**config.mk**
```make
export PLATFORM = sky130hd
export DESIGN_NAME = sel_detect_irq
export DESIGN_NICKNAME = d
export VERILOG_FILES = /design/src/rtl/sdi_pkg.sv /design/src/rtl/sdi_sync.sv /design/src/rtl/sdi_parity.sv /design/src/rtl/sdi_detect.sv /design/src/rtl/sel_detect_irq.sv
export SDC_FILE = /design/constraint.sdc
export NUM_CORES = 1
export LEC_CHECK = 0
export ABC_AREA = 1
export BUFFER_PORTS_ARGS = -buffer_cell sky130_fd_sc_hd__buf_4
export CAP_MARGIN = 10
export CORE_MARGIN = 5
export CORE_UTILIZATION = 40
export DETAILED_ROUTE_END_ITERATION = 6
export GPL_ROUTABILITY_DRIVEN = 0
export PLACE_DENSITY = 0.7
export REMOVE_ABC_BUFFERS = 1
export SETUP_SLACK_MARGIN = 0.05
export SYNTH_ARGS = -nofsm -noshare
export SYNTH_HDL_FRONTEND = slang
export SYNTH_SLANG_ARGS = --single-unit
```
**constraint.sdc**
```tcl
create_clock -name clk -period 2.4 [get_ports clk]
set_clock_uncertainty 0.15 [all_clocks]
set_input_delay 0.24 -clock clk [delete_from_list [all_inputs] [get_ports clk]]
set_output_delay 0.24 -clock clk [all_outputs]
set_load 0.02 [all_outputs]
```
**src/rtl/sdi_pkg.sv**
```systemverilog
package sdi_pkg;
   // Control and parity lines, packed so the bit position is the snapshot position.
   typedef struct packed {
      logic rst;
      logic bsy;
      logic req;
      logic msg;
      logic cd;
      logic io;
      logic sel;
      logic dbp;
   } sdi_ctl_t;

   localparam int SDI_CTL_W = $bits(sdi_ctl_t);
endpackage

```
**src/rtl/sdi_sync.sv**
```systemverilog
module sdi_sync #(
   parameter int W      = 16,
   parameter int STAGES = 2
) (
   input  logic         clk,
   input  logic         rst_n,
   input  logic [W-1:0] din_n,
   output logic [W-1:0] dout
);
   generate
      if (STAGES < 2) begin : g_bad_stages
         $error("sdi_sync needs at least two stages");
      end
      if (W < 1) begin : g_bad_width
         $error("sdi_sync width must be positive");
      end
   endgenerate

   logic [STAGES-1:0][W-1:0] stg_q;

   // Lines are inverted on entry, so the chain holds true-high values.
   always_ff @(posedge clk or negedge rst_n) begin
      if (!rst_n) stg_q <= '0;
      else        stg_q <= {stg_q[STAGES-2:0], ~din_n};
   end

   assign dout = stg_q[STAGES-1];
endmodule

```
**src/rtl/sdi_parity.sv**
```systemverilog
module sdi_parity #(
   parameter int W   = 8,
   parameter bit ODD = 1'b1
) (
   input  logic [W-1:0] data,
   input  logic         par,
   output logic         ok
);
   logic ones_odd;
   assign ones_odd = ^{data, par};

   generate
      if (ODD) begin : g_odd
         assign ok = ones_odd;
      end else begin : g_even
         assign ok = ~ones_odd;
      end
   endgenerate
endmodule

```
**src/rtl/sdi_detect.sv**
```systemverilog
module sdi_detect #(
   parameter int W = 8
) (
   input  logic         clk,
   input  logic         rst_n,
   input  logic [W-1:0] db,
   input  logic [W-1:0] mask,
   input  logic         sel,
   input  logic         bsy,
   input  logic         par_ok,
   input  logic         chk_en,
   input  logic         clr,
   output logic         irq,
   output logic         perr
);
   logic hit_c, rise_c, match_q, irq_q, perr_q;

   assign hit_c  = (|(db & mask)) & sel & ~bsy;
   assign rise_c = hit_c & ~match_q;

   // A new detection takes priority over a clear on the same edge.
   always_ff @(posedge clk or negedge rst_n) begin
      if (!rst_n) begin
         match_q <= 1'b0;
         irq_q   <= 1'b0;
         perr_q  <= 1'b0;
      end else begin
         match_q <= hit_c;
         irq_q   <= rise_c | (irq_q & ~clr);
         perr_q  <= (rise_c & chk_en & ~par_ok) | (perr_q & ~clr);
      end
   end

   assign irq  = irq_q;
   assign perr = perr_q;

   AST_IRQ_HOLD:    assert property (@(posedge clk) disable iff (!rst_n) irq_q && !clr |=> irq_q);
   AST_IRQ_CLEAR:   assert property (@(posedge clk) disable iff (!rst_n) clr && !rise_c |=> !irq_q);
   AST_PERR_NO_CHK: assert property (@(posedge clk) disable iff (!rst_n) !chk_en && !perr_q |=> !perr_q);
   AST_PERR_IRQ:    assert property (@(posedge clk) disable iff (!rst_n) perr_q |-> irq_q);
endmodule

```
**src/rtl/sel_detect_irq.sv**
```systemverilog
module sel_detect_irq
   import sdi_pkg::*;
#(
   parameter int DATA_W      = 8,
   parameter int SYNC_STAGES = 2,
   parameter bit ODD_PARITY  = 1'b1
) (
   input  logic              clk,
   input  logic              rst_n,
   input  logic [DATA_W-1:0] bus_db_n,
   input  logic              bus_dbp_n,
   input  logic              bus_sel_n,
   input  logic              bus_bsy_n,
   input  logic              bus_io_n,
   input  logic              bus_cd_n,
   input  logic              bus_msg_n,
   input  logic              bus_req_n,
   input  logic              line_rst_n,
   input  logic              mask_we,
   input  logic [DATA_W-1:0] mask_wdata,
   input  logic              par_chk_en,
   input  logic              irq_clr,
   output logic              irq,
   output logic              par_err,
   output logic [SDI_CTL_W-1:0] bus_snap
);
   localparam int SYNC_W = DATA_W + SDI_CTL_W;

   generate
      if (DATA_W < 1 || DATA_W > 32) begin : g_bad_data_w
         $error("sel_detect_irq data width out of range");
      end
   endgenerate

   logic [DATA_W-1:0] mask_q;
   logic [SYNC_W-1:0] raw_n, sync_s;
   logic [DATA_W-1:0] db_s;
   sdi_ctl_t          ctl_s;
   logic              par_ok;

   always_ff @(posedge clk or negedge rst_n) begin
      if (!rst_n)       mask_q <= '0;
      else if (mask_we) mask_q <= mask_wdata;
   end

   assign raw_n = {line_rst_n, bus_bsy_n, bus_req_n, bus_msg_n,
                   bus_cd_n, bus_io_n, bus_sel_n, bus_dbp_n, bus_db_n};

   sdi_sync #(.W(SYNC_W), .STAGES(SYNC_STAGES)) u_sync (
      .clk(clk), .rst_n(rst_n), .din_n(raw_n), .dout(sync_s)
   );

   assign db_s     = sync_s[DATA_W-1:0];
   assign ctl_s    = sdi_ctl_t'(sync_s[SYNC_W-1:DATA_W]);
   assign bus_snap = sync_s[SYNC_W-1:DATA_W];

   sdi_parity #(.W(DATA_W), .ODD(ODD_PARITY)) u_par (
      .data(db_s), .par(ctl_s.dbp), .ok(par_ok)
   );

   sdi_detect #(.W(DATA_W)) u_det (
      .clk(clk), .rst_n(rst_n), .db(db_s), .mask(mask_q),
      .sel(ctl_s.sel), .bsy(ctl_s.bsy), .par_ok(par_ok),
      .chk_en(par_chk_en), .clr(irq_clr), .irq(irq), .perr(par_err)
   );

   AST_ZERO_MASK_QUIET: assert property (@(posedge clk) disable iff (!rst_n)
      (mask_q == '0) && !irq |=> !irq);
   AST_IRQ_CAUSE: assert property (@(posedge clk) disable iff (!rst_n)
      $rose(irq) |-> $past(ctl_s.sel && !ctl_s.bsy && (|(db_s & mask_q))));
   AST_PERR_WITH_IRQ: assert property (@(posedge clk) disable iff (!rst_n)
      $rose(par_err) |-> $rose(irq));
endmodule

```
==> results by group, run 1 <==
Clock tree
  • Post-cts sizing count: 0
  • CTS buffer count: 5
  • Clock latency of the later-clocked register in the worst-skew pair: 280 ps
  • Clock transition at the registers of the reported paths: 80 ps
  • Maximum level of the CTS H-tree: 2
  • Number of sinks driven by the clock tree: 43
  • TritonCTS clock tree: done
  • Root buffer selected by CTS: sky130_fd_sc_hd__clkbuf_8
  • Number of buffers on the longest clock path: 2

Critical path
  • Path type of the worst setup path: flip-flop to flip-flop
  • Arrival @ worst endpoint: 1280 ps
  • Number of cells on the worst reg-to-reg path: 8
  • Nature of the critical path endpoint: flip-flop
  • Crit start category: flip-flop
  • Reg-to-reg setup timing slack: 1150 ps
  • Reg2reg start: u_sync.dout[6]
  • Required @ worst endpoint: 2430 ps
  • Critical R2R Capture: u_det.perr
  • Crit Path Max Fanout: 4

STA
  • Final setup violation count: 0
  • Number of max-slew violations in the final report: 0
  • Final Cycle Share: 51.96%
  • Total count of hold-check failures in the final report: 0
  • Setup TNS Final: 0 ps
  • Relative slew slack: 66.25%
  • Unrepaired setup endpoints after global routing: false
  • Maximum clock rate: 802.0 MHz
  • Post-layout minimum cycle time: 1247 ps
  • Transition time at the pin with the least slew margin: 506.3 ps
  • Worst hold-check slack: 37.36 ps

Global route
  • Pin count of the biggest net entering global routing: 44
  • Global route overflow: 0
  • All-Layer GR Usage: 10.91%
  • Via count of the first global-routing pass: 990
  • Wire length of the first global-routing pass: 4264 um
  • Number of antenna violations at the first check in global routing: 0

Cells and area
  • Area grow syn2layout: 35.60%
  • Layout net count: 216
  • Fraction of final layout cells with drive strength greater than 1: 29.79%
  • Ant diodes: 0
  • Commonest cells after routing, fill and taps aside: 43 x sky130_fd_sc_hd__dfrtp_1, 38 x sky130_fd_sc_hd__buf_4, 31 x sky130_fd_sc_hd__nand2_1
  • Leading cell type in the layout, fill and taps excluded: sky130_fd_sc_hd__dfrtp_1

Yosys
  • Post-synthesis mux area share: 5.825%
  • Distinct cells, synth: 13
  • Post-Synthesis Cell Area: 0.001546 mm2
  • Simple logic cell fraction of the synthesized area: 11.89%
  • Compound-gate portion of the synthesized area: 0%
  • Adder and majority cell fraction of the synthesized area: 0%
  • Register bit count reported by yosys: 43
  • Synthesis warning total: 0
  • Number of standard cells after synthesis: 134
  • Average footprint of a synthesized cell: 11.54 um2
  • Sequential cell area fraction in the yosys report: 69.58%
  • Combinational family with the most area after synthesis: simple AND/OR/NAND/NOR gates
  • Post-Synth XOR/XNOR Area: 1.699%

Power and ir drop
  • Power per Cell Area: 683.4 mW/mm2
  • Total power after layout: 1.433 mW
  • Leakage power summed over all cells: 1.115 nW
  • Worst IR drop on VDD: 429.8 uV

Drt
  • Average vias per placed instance: 4.072
  • Wire length after detailed routing: 2494 um
  • Highest routed metal layer: met4
  • Count of nets left with antenna violations after detail routing: 0
  • Met1 layer wirelength in the final routing: 970 um
  • Metal3 WL: 125 um
  • Length of routed met2 wiring: 1316 um
  • Detail-routed net length per standard cell: 10.57 um
  • Via total after detailed routing: 961
  • DRC violations left: 0
  • Detailed Routing Iterations Pass 1: 2
  • Initial DRC count: 33

Floorplanning
  • Die extent in y: 72.18 um
  • Initial Util: 41.62%
  • I/O pin count: 39
  • Core ar.: 0.003716 mm2
  • Overall die width: 72.18 um
  • Site row count: 22
  • Die ar.: 0.005210 mm2

Run
  • # Max-Cap Violations: 0

Min path
  • Min-Delay Endpoint: mask_q[0]
  • Start point of the worst hold path: mask_wdata[0]
  • Worst hold path depth: 2
  • Worst min-delay path category: input pin to flip-flop

Placement
  • # port buffers: 38
  • Total half-perimeter wirelength after legalization and detailed placement: 1758 um

Run status
  • Run status: complete, no violations
## critical path, cell delays in order (launching register included)
cell	delay (ps)
sky130_fd_sc_hd__dfrtp_1	410
sky130_fd_sc_hd__nand2_1	80
sky130_fd_sc_hd__nand2_1	50
sky130_fd_sc_hd__nor2_1	140
sky130_fd_sc_hd__nand2_2	90
sky130_fd_sc_hd__nand3_2	100
sky130_fd_sc_hd__nor2_4	30
sky130_fd_sc_hd__nand3_1	50
sky130_fd_sc_hd__nand2_1	40
## state kept, by name, summed over array words and instances, names as in the netlist
signal	flops
u_sync.dout	16
u_sync.stg_q	16
mask_q	8
u_det.irq	1
u_det.match_q	1
u_det.perr	1
## synthesized netlist by cell type (all sizes together)
library cell / count / area, um2
xor2: 2 / 17.52
xnor2: 1 / 8.760
nand3: 6 / 35.03
mux2: 8 / 90.09
dfrtp: 43 / 1076
nand2: 32 / 122.6
nor2: 5 / 26.27
buf: 9 / 65.06
inv: 28 / 105.1
## worst max-delay path by stage
stage	from	endpoint	slack, ps	depth (start not counted)
3_3_place_gp	u_sync.dout[2]	u_det.perr	1190	8
5_1_grt	u_sync.dout[8]	u_det.perr	1000	10
2_1_floorplan	u_sync.dout[8]	u_det.perr	1190	10
6_report	u_sync.dout[6]	u_det.perr	1150	8
3_5_place_dp	u_sync.dout[6]	u_det.perr	1160	8
4_1_cts	u_sync.dout[9]	bus_snap[1]	1150	1
## final cells by class
cell class	count	area (um2)
multi-input combinational	54	300.3
inverter	28	105.1
clock buffer	8	100.1
tap	48	60.06
sequential	43	1076
fill	318	1619
timing repair buffer	55	455.4
## power breakdown
group,internal (mW),switching [mW]
Sequential,0.770,0.0215
Combinational,0.0909,0.0759
Clock,0.262,0.213
## per-layer routing
metal	track usage, %	vias to the layer above
li1	-	489
met1	12.16	443
met2	18.00	23
met3	2.909	6
met4	7.724	0
met5	0	-
## repair_timing
item	CTS	global route
hold endpoints to repair	59	0
hold buffers	17	0
setup buffers	0	0
## stage by stage
| stage | util, % | cell area (um2) | setup WS (ps) | instances |
|---|---|---|---|---|
| 4_1_cts | 56.43 | 2097 | 1148 | 236 |
| 3_3_place_gp | 49.16 | 1827 | 1187 | 211 |
| 3_5_place_dp | 49.16 | 1827 | 1164 | 211 |
| 5_1_grt | 56.43 | 2097 | 1003 | 236 |
| 6_report | 56.43 | 2097 | 1153 | 236 |
| 2_1_floorplan | - | 1481 | 1192 | 125 |
## cells by family (layout without fill, tap and decap cells)
family	count (synthesis)	in the layout
XOR/XNOR	3	3
buffers and inverters	37	91
flip-flops	43	43
multiplexers	8	8
AND/OR/NAND/NOR	43	43
No activity file was read; power rests on OpenSTA's default activity.
==> run 2, diff against run 1 <==
- PLACE_DENSITY: 0.7 -> 0.72
- clock period: 2.4 -> 1 ns (I/O delays scaled with it)
==> run 2 against run 1 <==
Effect of this change:
- non-clock buffer count grew 11
- largest cell class unchanged
- power up 150%
- sequential share of layout area down 4.1 points
- the run now ends with hold timing, setup timing left
- global-route usage is 1.5 points higher
- largest power group unchanged
- cell area is 8.6% higher
- critical endpoint unchanged
==> results by group, run 2 (same netlist as run 1, synthesis figures left out) <==
STA
  • Total count of hold-check failures in the final report: 8 (was 0)
  • Setup TNS Final: -1633 ps (was 0 ps)
  • Relative slew slack: 85.31% (was 66.25%)
  • Transition time at the pin with the least slew margin: 219.5 ps (was 506.3 ps)
  • Number of max-slew violations in the final report: 0 (unchanged)
  • Worst path setup slack after routing: -293.9 ps (was 1153 ps)
  • Final Cycle Share: 129.4% (was 51.96%)
  • Post-layout minimum cycle time: 1294 ps (was 1247 ps)
  • Unrepaired setup endpoints after global routing: true (was false)
  • Worst hold-check slack: -101.2 ps (was 37.36 ps)
  • Maximum clock rate: 772.9 MHz (was 802.0 MHz)
  • Final setup violation count: 13 (was 0)

Drt
  • Average vias per placed instance: 4.340 (was 4.072)
  • Detailed Routing Iterations Pass 1: 2 (unchanged)
  • Count of nets left with antenna violations after detail routing: 0 (unchanged)
  • Via total after detailed routing: 1,072 (was 961)
  • Detail-routed net length per standard cell: 11.17 um (was 10.57 um)
  • DRC violations left: 0 (unchanged)
  • Wire length after detailed routing: 2758 um (was 2494 um)
  • Initial DRC count: 20 (was 33)

Power and ir drop
  • Worst IR drop on VDD: 1216 uV (was 429.8 uV)
  • Combinational power share: 14.0% (was 11.6%)
  • NetSw: 0.8199 mW (was 0.3105 mW)
  • Sequential group share of total power: 54.3% (was 55.2%)
  • Leakage power summed over all cells: 1.188 nW (was 1.115 nW)
  • Switching Fraction: 23.35% (was 21.66%)
  • Clock Power Share: 31.6% (was 33.2%)
  • Internal power contribution: 2.692 mW (was 1.123 mW)
  • Power per Cell Area: 1542 mW/mm2 (was 683.4 mW/mm2)

Placement
  • Placement-stage worst setup slack: -255.3 ps (was 1164 ps)
  • Total half-perimeter wirelength after legalization and detailed placement: 1906 um (was 1758 um)
  • # port buffers: 38 (unchanged)
  • Placed Cells: 215 (was 211)

Cells and area
  • Commonest cells after routing, fill and taps aside: 43 x sky130_fd_sc_hd__dfrtp_1, 34 x sky130_fd_sc_hd__buf_4, 29 x sky130_fd_sc_hd__nand2_1 (was 43 x sky130_fd_sc_hd__dfrtp_1, 38 x sky130_fd_sc_hd__buf_4, 31 x sky130_fd_sc_hd__nand2_1)
  • Area grow syn2layout: 47.25% (was 35.60%)
  • Utilization of the core after routing: 61.28% (was 56.43%)
  • Filler cells: 288 (was 318)
  • Layout net count: 227 (was 216)
  • Ant diodes: 0 (unchanged)
  • Fraction of final layout cells with drive strength greater than 1: 38.19% (was 29.79%)
  • Leading cell type in the layout, fill and taps excluded: sky130_fd_sc_hd__dfrtp_1 (unchanged)
  • Non-Filler Instances: 247 (was 236)

Floorplanning
  • I/O pin count: 39 (unchanged)
  • Die extent in y: 72.18 um (unchanged)
  • Overall die width: 72.18 um (unchanged)
  • Die ar.: 0.005210 mm2 (unchanged)
  • Initial Util: 41.62% (unchanged)
  • Site row count: 22 (unchanged)
  • Core ar.: 0.003716 mm2 (unchanged)

Global route
  • Wire length of the first global-routing pass: 5043 um (was 4264 um)
  • All-Layer GR Usage: 12.43% (was 10.91%)
  • Number of antenna violations at the first check in global routing: 0 (unchanged)
  • Via count of the first global-routing pass: 1,178 (was 990)
  • Pin count of the biggest net entering global routing: 29 (was 44)
  • Global route overflow: 0 (unchanged)

Clock tree
  • Clock latency of the later-clocked register in the worst-skew pair: 280 ps (about the same)
  • Clock transition at the registers of the reported paths: 70 ps (was 80 ps)
  • Number of buffers on the longest clock path: 2 (unchanged)
  • CTS buffer count: 5 (unchanged)
  • CTS Hold Buffers Added: 18 (was 17)
  • TritonCTS clock tree: done (unchanged)
  • Number of sinks driven by the clock tree: 43 (unchanged)
  • Root buffer selected by CTS: sky130_fd_sc_hd__clkbuf_8 (unchanged)
  • Maximum level of the CTS H-tree: 2 (unchanged)

Critical path
  • Crit Path Max Fanout: 3 (was 4)
  • Nature of the critical path endpoint: flip-flop (unchanged)
  • Path type of the worst setup path: flip-flop to flip-flop (unchanged)
  • Reg-to-reg setup timing slack: -290 ps (was 1150 ps)
  • Arrival @ worst endpoint: 1320 ps (was 1280 ps)
  • Required @ worst endpoint: 1030 ps (was 2430 ps)
  • Crit start category: flip-flop (unchanged)

Min path
  • Worst min-delay path category: input pin to flip-flop (unchanged)

Run status
  • Violated checks: hold timing, setup timing
  • Run status: finished, violations left (was complete, no violations)

Run
  • # Max-Cap Violations: 0 (unchanged)
run 2: critical path, cell delays in order, from the launching register on:
cell                      delay, ps
sky130_fd_sc_hd__dfrtp_1        430
sky130_fd_sc_hd__nand2_1         90
sky130_fd_sc_hd__nand2_1         70
sky130_fd_sc_hd__nor2_1         120
sky130_fd_sc_hd__nand2_2         90
sky130_fd_sc_hd__nand3_4         80
sky130_fd_sc_hd__nor2_4          30
sky130_fd_sc_hd__nand3_2         70
sky130_fd_sc_hd__nand2_2         50
run 2: cell type report:
type	instances	area (um2)	area share [%]
Sequential cell	43	1076	47.25
Clock buffer	6	82.58	3.626
Tap cell	48	60.06	2.637
Multi-Input combinational cell	54	335.3	14.73
Clock inverter	2	16.27	0.7143
Inverter	28	105.1	4.615
Timing Repair Buffer	66	601.8	26.43
run 2: final timing paths:
path	start	end	depth (start not counted)
worst max register to register	u_sync.dout[1]	u_det.perr	8
worst max-delay path	u_sync.dout[1]	u_det.perr	8
worst min register to register	u_sync.stg_q[11]	u_sync.dout[11]	0
min in group asynchronous	rst_n	u_sync.stg_q[10]	2
max in group asynchronous	rst_n	mask_q[6]	3
worst min-delay path	mask_wdata[0]	mask_q[0]	2
run 2: per-stage QoR:
step | area, um2 | power [mW] | hold slack, ps
after floorplan | 1481 | 2.089 | -345.6
after global placement | 1869 | 2.288 | -186.0
after detailed placement | 1869 | 2.308 | -182.8
after CTS | 2242 | 3.524 | -106.4
after global routing | 2277 | 3.688 | -110.9
final | 2277 | 3.511 | -101.2
run 2: timing repair:
action                                  in CTS  in global routing
pin swaps                                    6                 12
endpoints found under the hold margin       69                  8
gates resized for setup                     16                  7
buffers inserted                             4                  2
endpoints found under the setup margin      13                 13
run 2: layer usage:
metal	vias to the layer above	routed length [um]	global-route usage, %
li1	511	-	-
met1	530	1021	12.66
met2	27	1586	23.66
met3	4	134	4.432
met4	0	15	3.340
met5	-	0	0
run 2: power groups by stage:
stage | logic (mW) | registers [mW] | clock network [mW]
floorplan | 0.137 | 1.95 | 0
global route | 0.545 | 1.92 | 1.22
finish | 0.493 | 1.91 | 1.11
CTS | 0.472 | 1.91 | 1.15
global placement | 0.360 | 1.93 | 0
detailed placement | 0.372 | 1.94 | 0
==> run 3, diff against run 2 <==
- SETUP_SLACK_MARGIN: 0.05 -> default
==> run 3 against run 2 <==
Effect of this change:
- the run still ends with hold timing, setup timing left
- worst hold slack improved by 27 ps
- clock-buffer cell count did not move
- sequential cell count did not move
- global-route usage rose by 0.29 points
- utilization rose by 2.3 points
- non-clock buffer count rose by 7
- clock power barely moved
- sequential share of layout area fell by 1.7 points
- sequential power barely moved
- die area did not move
- critical path type unchanged
==> results by group, run 3 (same netlist as run 1, synthesis figures left out) <==
Critical path
  • Crit Path Max Fanout: 3 (unchanged)
  • Critical R2R Capture: u_det.perr (unchanged)
  • Critical-path cell list: nand2_1 -> nand2_1 -> nor2_1 -> nand2_2 -> nand3_4 -> nor2_4 -> nand3_1 -> nand2_1 (was nand2_1 -> nand2_1 -> nor2_1 -> nand2_2 -> nand3_4 -> nor2_4 -> nand3_2 -> nand2_2)
  • Cell with the largest stage delay on the worst path: sky130_fd_sc_hd__dfrtp_1 (unchanged)
  • Reg-to-reg setup timing slack: -290 ps (about the same)
  • Most prevalent standard cell on the critical path: sky130_fd_sc_hd__nand2_1
  • Reg2reg start: u_sync.dout[2] (was u_sync.dout[1])
  • Nature of the critical path endpoint: flip-flop (unchanged)
  • CP max stage delay: 430 ps (about the same)
  • Family of cells with the greatest summed delay on the critical path: simple AND/OR/NAND/NOR gates (unchanged)
  • Worst path bufs/invs: 0 (unchanged)
  • Path type of the worst setup path: flip-flop to flip-flop (unchanged)
  • Required @ worst endpoint: 1020 ps (was 1030 ps)
  • Number of cells on the worst reg-to-reg path: 8 (unchanged)
  • Arrival @ worst endpoint: 1310 ps (was 1320 ps)
  • Crit start category: flip-flop (unchanged)

Clock tree
  • CTS buffer count: 5 (unchanged)
  • Number of buffers on the longest clock path: 2 (unchanged)
  • Root buffer selected by CTS: sky130_fd_sc_hd__clkbuf_8 (unchanged)
  • CTS Hold Buffers Added: 25 (was 18)
  • Clock transition at the registers of the reported paths: 80 ps (was 70 ps)
  • Maximum level of the CTS H-tree: 2 (unchanged)
  • Clock latency of the later-clocked register in the worst-skew pair: 280 ps (about the same)
  • TritonCTS clock tree: done (unchanged)
  • Number of sinks driven by the clock tree: 43 (unchanged)

Global route
  • Routing usage on met1: 13.01% (was 12.66%)
  • Met2 usage: 24.37% (was 23.66%)
  • Number of antenna violations at the first check in global routing: 0 (unchanged)
  • M3 GR Usage: 4.155% (was 4.432%)
  • Global route overflow: 0 (unchanged)
  • Wire length of the first global-routing pass: 5181 um (was 5043 um)
  • Layer with the highest usage after global routing: met2 (unchanged)
  • All-Layer GR Usage: 12.72% (was 12.43%)
  • Pin count of the biggest net entering global routing: 29 (unchanged)
  • Via count of the first global-routing pass: 1,232 (was 1,178)

STA
  • Final Cycle Share: 128.7% (was 129.4%)
  • Relative slew slack: 85.76% (was 85.31%)
  • Number of max-slew violations in the final report: 0 (unchanged)
  • Post-layout minimum cycle time: 1287 ps (was 1294 ps)
  • Setup TNS Final: -1594 ps (was -1633 ps)
  • Maximum clock rate: 777.2 MHz (was 772.9 MHz)
  • Worst hold-check slack: -74.62 ps (was -101.2 ps)
  • Final setup violation count: 13 (unchanged)
  • Transition time at the pin with the least slew margin: 212.8 ps (was 219.5 ps)
  • Total count of hold-check failures in the final report: 1 (was 8)
  • Unrepaired setup endpoints after global routing: true (unchanged)
  • Worst path setup slack after routing: -286.7 ps (was -293.9 ps)

Placement
  • Total half-perimeter wirelength after legalization and detailed placement: 1906 um (unchanged)
  • # port buffers: 38 (unchanged)
  • Post-place instance area: 0.001869 mm2 (unchanged)

Drt
  • Initial DRC count: 23 (was 20)
  • Detailed Routing Iterations Pass 1: 4 (was 2)
  • Count of nets left with antenna violations after detail routing: 0 (unchanged)
  • Detail-routed net length per standard cell: 11.09 um (was 11.17 um)
  • Wire length after detailed routing: 2817 um (was 2758 um)
  • Via total after detailed routing: 1,086 (was 1,072)
  • Average vias per placed instance: 4.276 (was 4.340)
  • DRC violations left: 0 (unchanged)

Cells and area
  • Commonest cells after routing, fill and taps aside: 43 x sky130_fd_sc_hd__dfrtp_1, 34 x sky130_fd_sc_hd__buf_4, 28 x sky130_fd_sc_hd__nand2_1 (was 43 x sky130_fd_sc_hd__dfrtp_1, 34 x sky130_fd_sc_hd__buf_4, 29 x sky130_fd_sc_hd__nand2_1)
  • Leading cell type in the layout, fill and taps excluded: sky130_fd_sc_hd__dfrtp_1 (unchanged)
  • Utilization of the core after routing: 63.60% (was 61.28%)
  • Area grow syn2layout: 52.83% (was 47.25%)
  • Layout net count: 234 (was 227)
  • Ant diodes: 0 (unchanged)
  • Filler cells: 280 (was 288)
  • Fraction of final layout cells with drive strength greater than 1: 36.89% (was 38.19%)
  • Post-layout instance area: 0.002364 mm2 (was 0.002277 mm2)

Power and ir drop
  • Internal power contribution: 2.716 mW (was 2.692 mW)
  • Power per Cell Area: 1500 mW/mm2 (was 1542 mW/mm2)
  • Switching Fraction: 23.37% (was 23.35%)
  • NetSw: 0.8282 mW (was 0.8199 mW)
  • Worst IR drop on VDD: 1221 uV (was 1216 uV)
  • Clock Power Share: 31.5% (was 31.6%)
  • Total power after layout: 3.544 mW (was 3.511 mW)
  • Combinational power share: 14.7% (was 14.0%)
  • Leakage power summed over all cells: 1.275 nW (was 1.188 nW)
  • Sequential group share of total power: 53.8% (was 54.3%)

Min path
  • Worst hold path depth: 2 (unchanged)
  • Min-Delay Endpoint: mask_q[2] (was mask_q[0])
  • Start point of the worst hold path: mask_wdata[2] (was mask_wdata[0])
  • Worst min-delay path category: input pin to flip-flop (unchanged)

Floorplanning
  • Core ar.: 0.003716 mm2 (unchanged)
  • Die ar.: 0.005210 mm2 (unchanged)
  • Initial Util: 41.62% (unchanged)
  • Overall die width: 72.18 um (unchanged)
  • I/O pin count: 39 (unchanged)
  • Site row count: 22 (unchanged)
  • Die extent in y: 72.18 um (unchanged)

Run
  • # Max-Cap Violations: 0 (unchanged)

Run status
  • Violated checks: hold timing, setup timing (unchanged)
  • Run status: finished, violations left (unchanged)
==> run 3: layout make-up <==
| class | instances | area (um2) | share of cell area [%] |
|---|---|---|---|
| tap | 48 | 60.06 | 2.541 |
| inverter | 28 | 105.1 | 4.447 |
| multi-input combinational | 54 | 336.6 | 14.24 |
| clock inverter | 2 | 16.27 | 0.6882 |
| sequential | 43 | 1076 | 45.53 |
| timing repair buffer | 73 | 686.9 | 29.06 |
| clock buffer | 6 | 82.58 | 3.494 |
==> run 3: how the worst max path moves through the flow <==
stage,slack (ps),end,cells after the start,start
after floorplan,-210,u_det.perr,10,u_sync.dout[8]
after global placement,-190,u_det.perr,8,u_sync.dout[1]
after detailed placement,-260,u_det.perr,8,u_sync.dout[2]
after CTS,-260,u_det.perr,8,u_sync.dout[1]
after global routing,-380,u_det.perr,9,u_sync.dout[5]
final,-290,u_det.perr,8,u_sync.dout[2]
==> run 3: what timing repair did <==
| item | in CTS | in global routing |
|---|---|---|
| buffers inserted | 4 | 2 |
| pin swaps | 6 | 4 |
| setup endpoints to repair | 13 | 20 |
| resized for setup | 16 | 14 |
| hold endpoints to repair | 69 | 1 |
==> run 3: power by group through the flow <==
| stage | Sequential, mW | Clock, mW | Combinational (mW) |
|---|---|---|---|
| finish | 1.91 | 1.12 | 0.521 |
| global route | 1.92 | 1.22 | 0.576 |
| CTS | 1.91 | 1.15 | 0.494 |
| detailed placement | 1.94 | 0 | 0.372 |
| global placement | 1.93 | 0 | 0.360 |
| floorplan | 1.95 | 0 | 0.137 |
==> run 3: routing by layer <==
layer / vias up / share of wire [%] / wire length [um]
met4: 0 / 1.1 / 30
met1: 522 / 37 / 1046
li1: 528 / - / -
met5: - / 0 / 0
met2: 31 / 57 / 1616
met3: 5 / 4.4 / 124
==> run 3: stage by stage <==
stage          worst slack (ps)  hold slack (ps)  instances
3_3_place_gp             -192.1           -186.0        215
2_1_floorplan            -208.0           -345.6        125
6_report                 -286.7           -74.62        254
4_1_cts                  -256.5           -86.70        252
5_1_grt                  -383.3           -75.73        254
3_5_place_dp             -255.3           -182.8        215
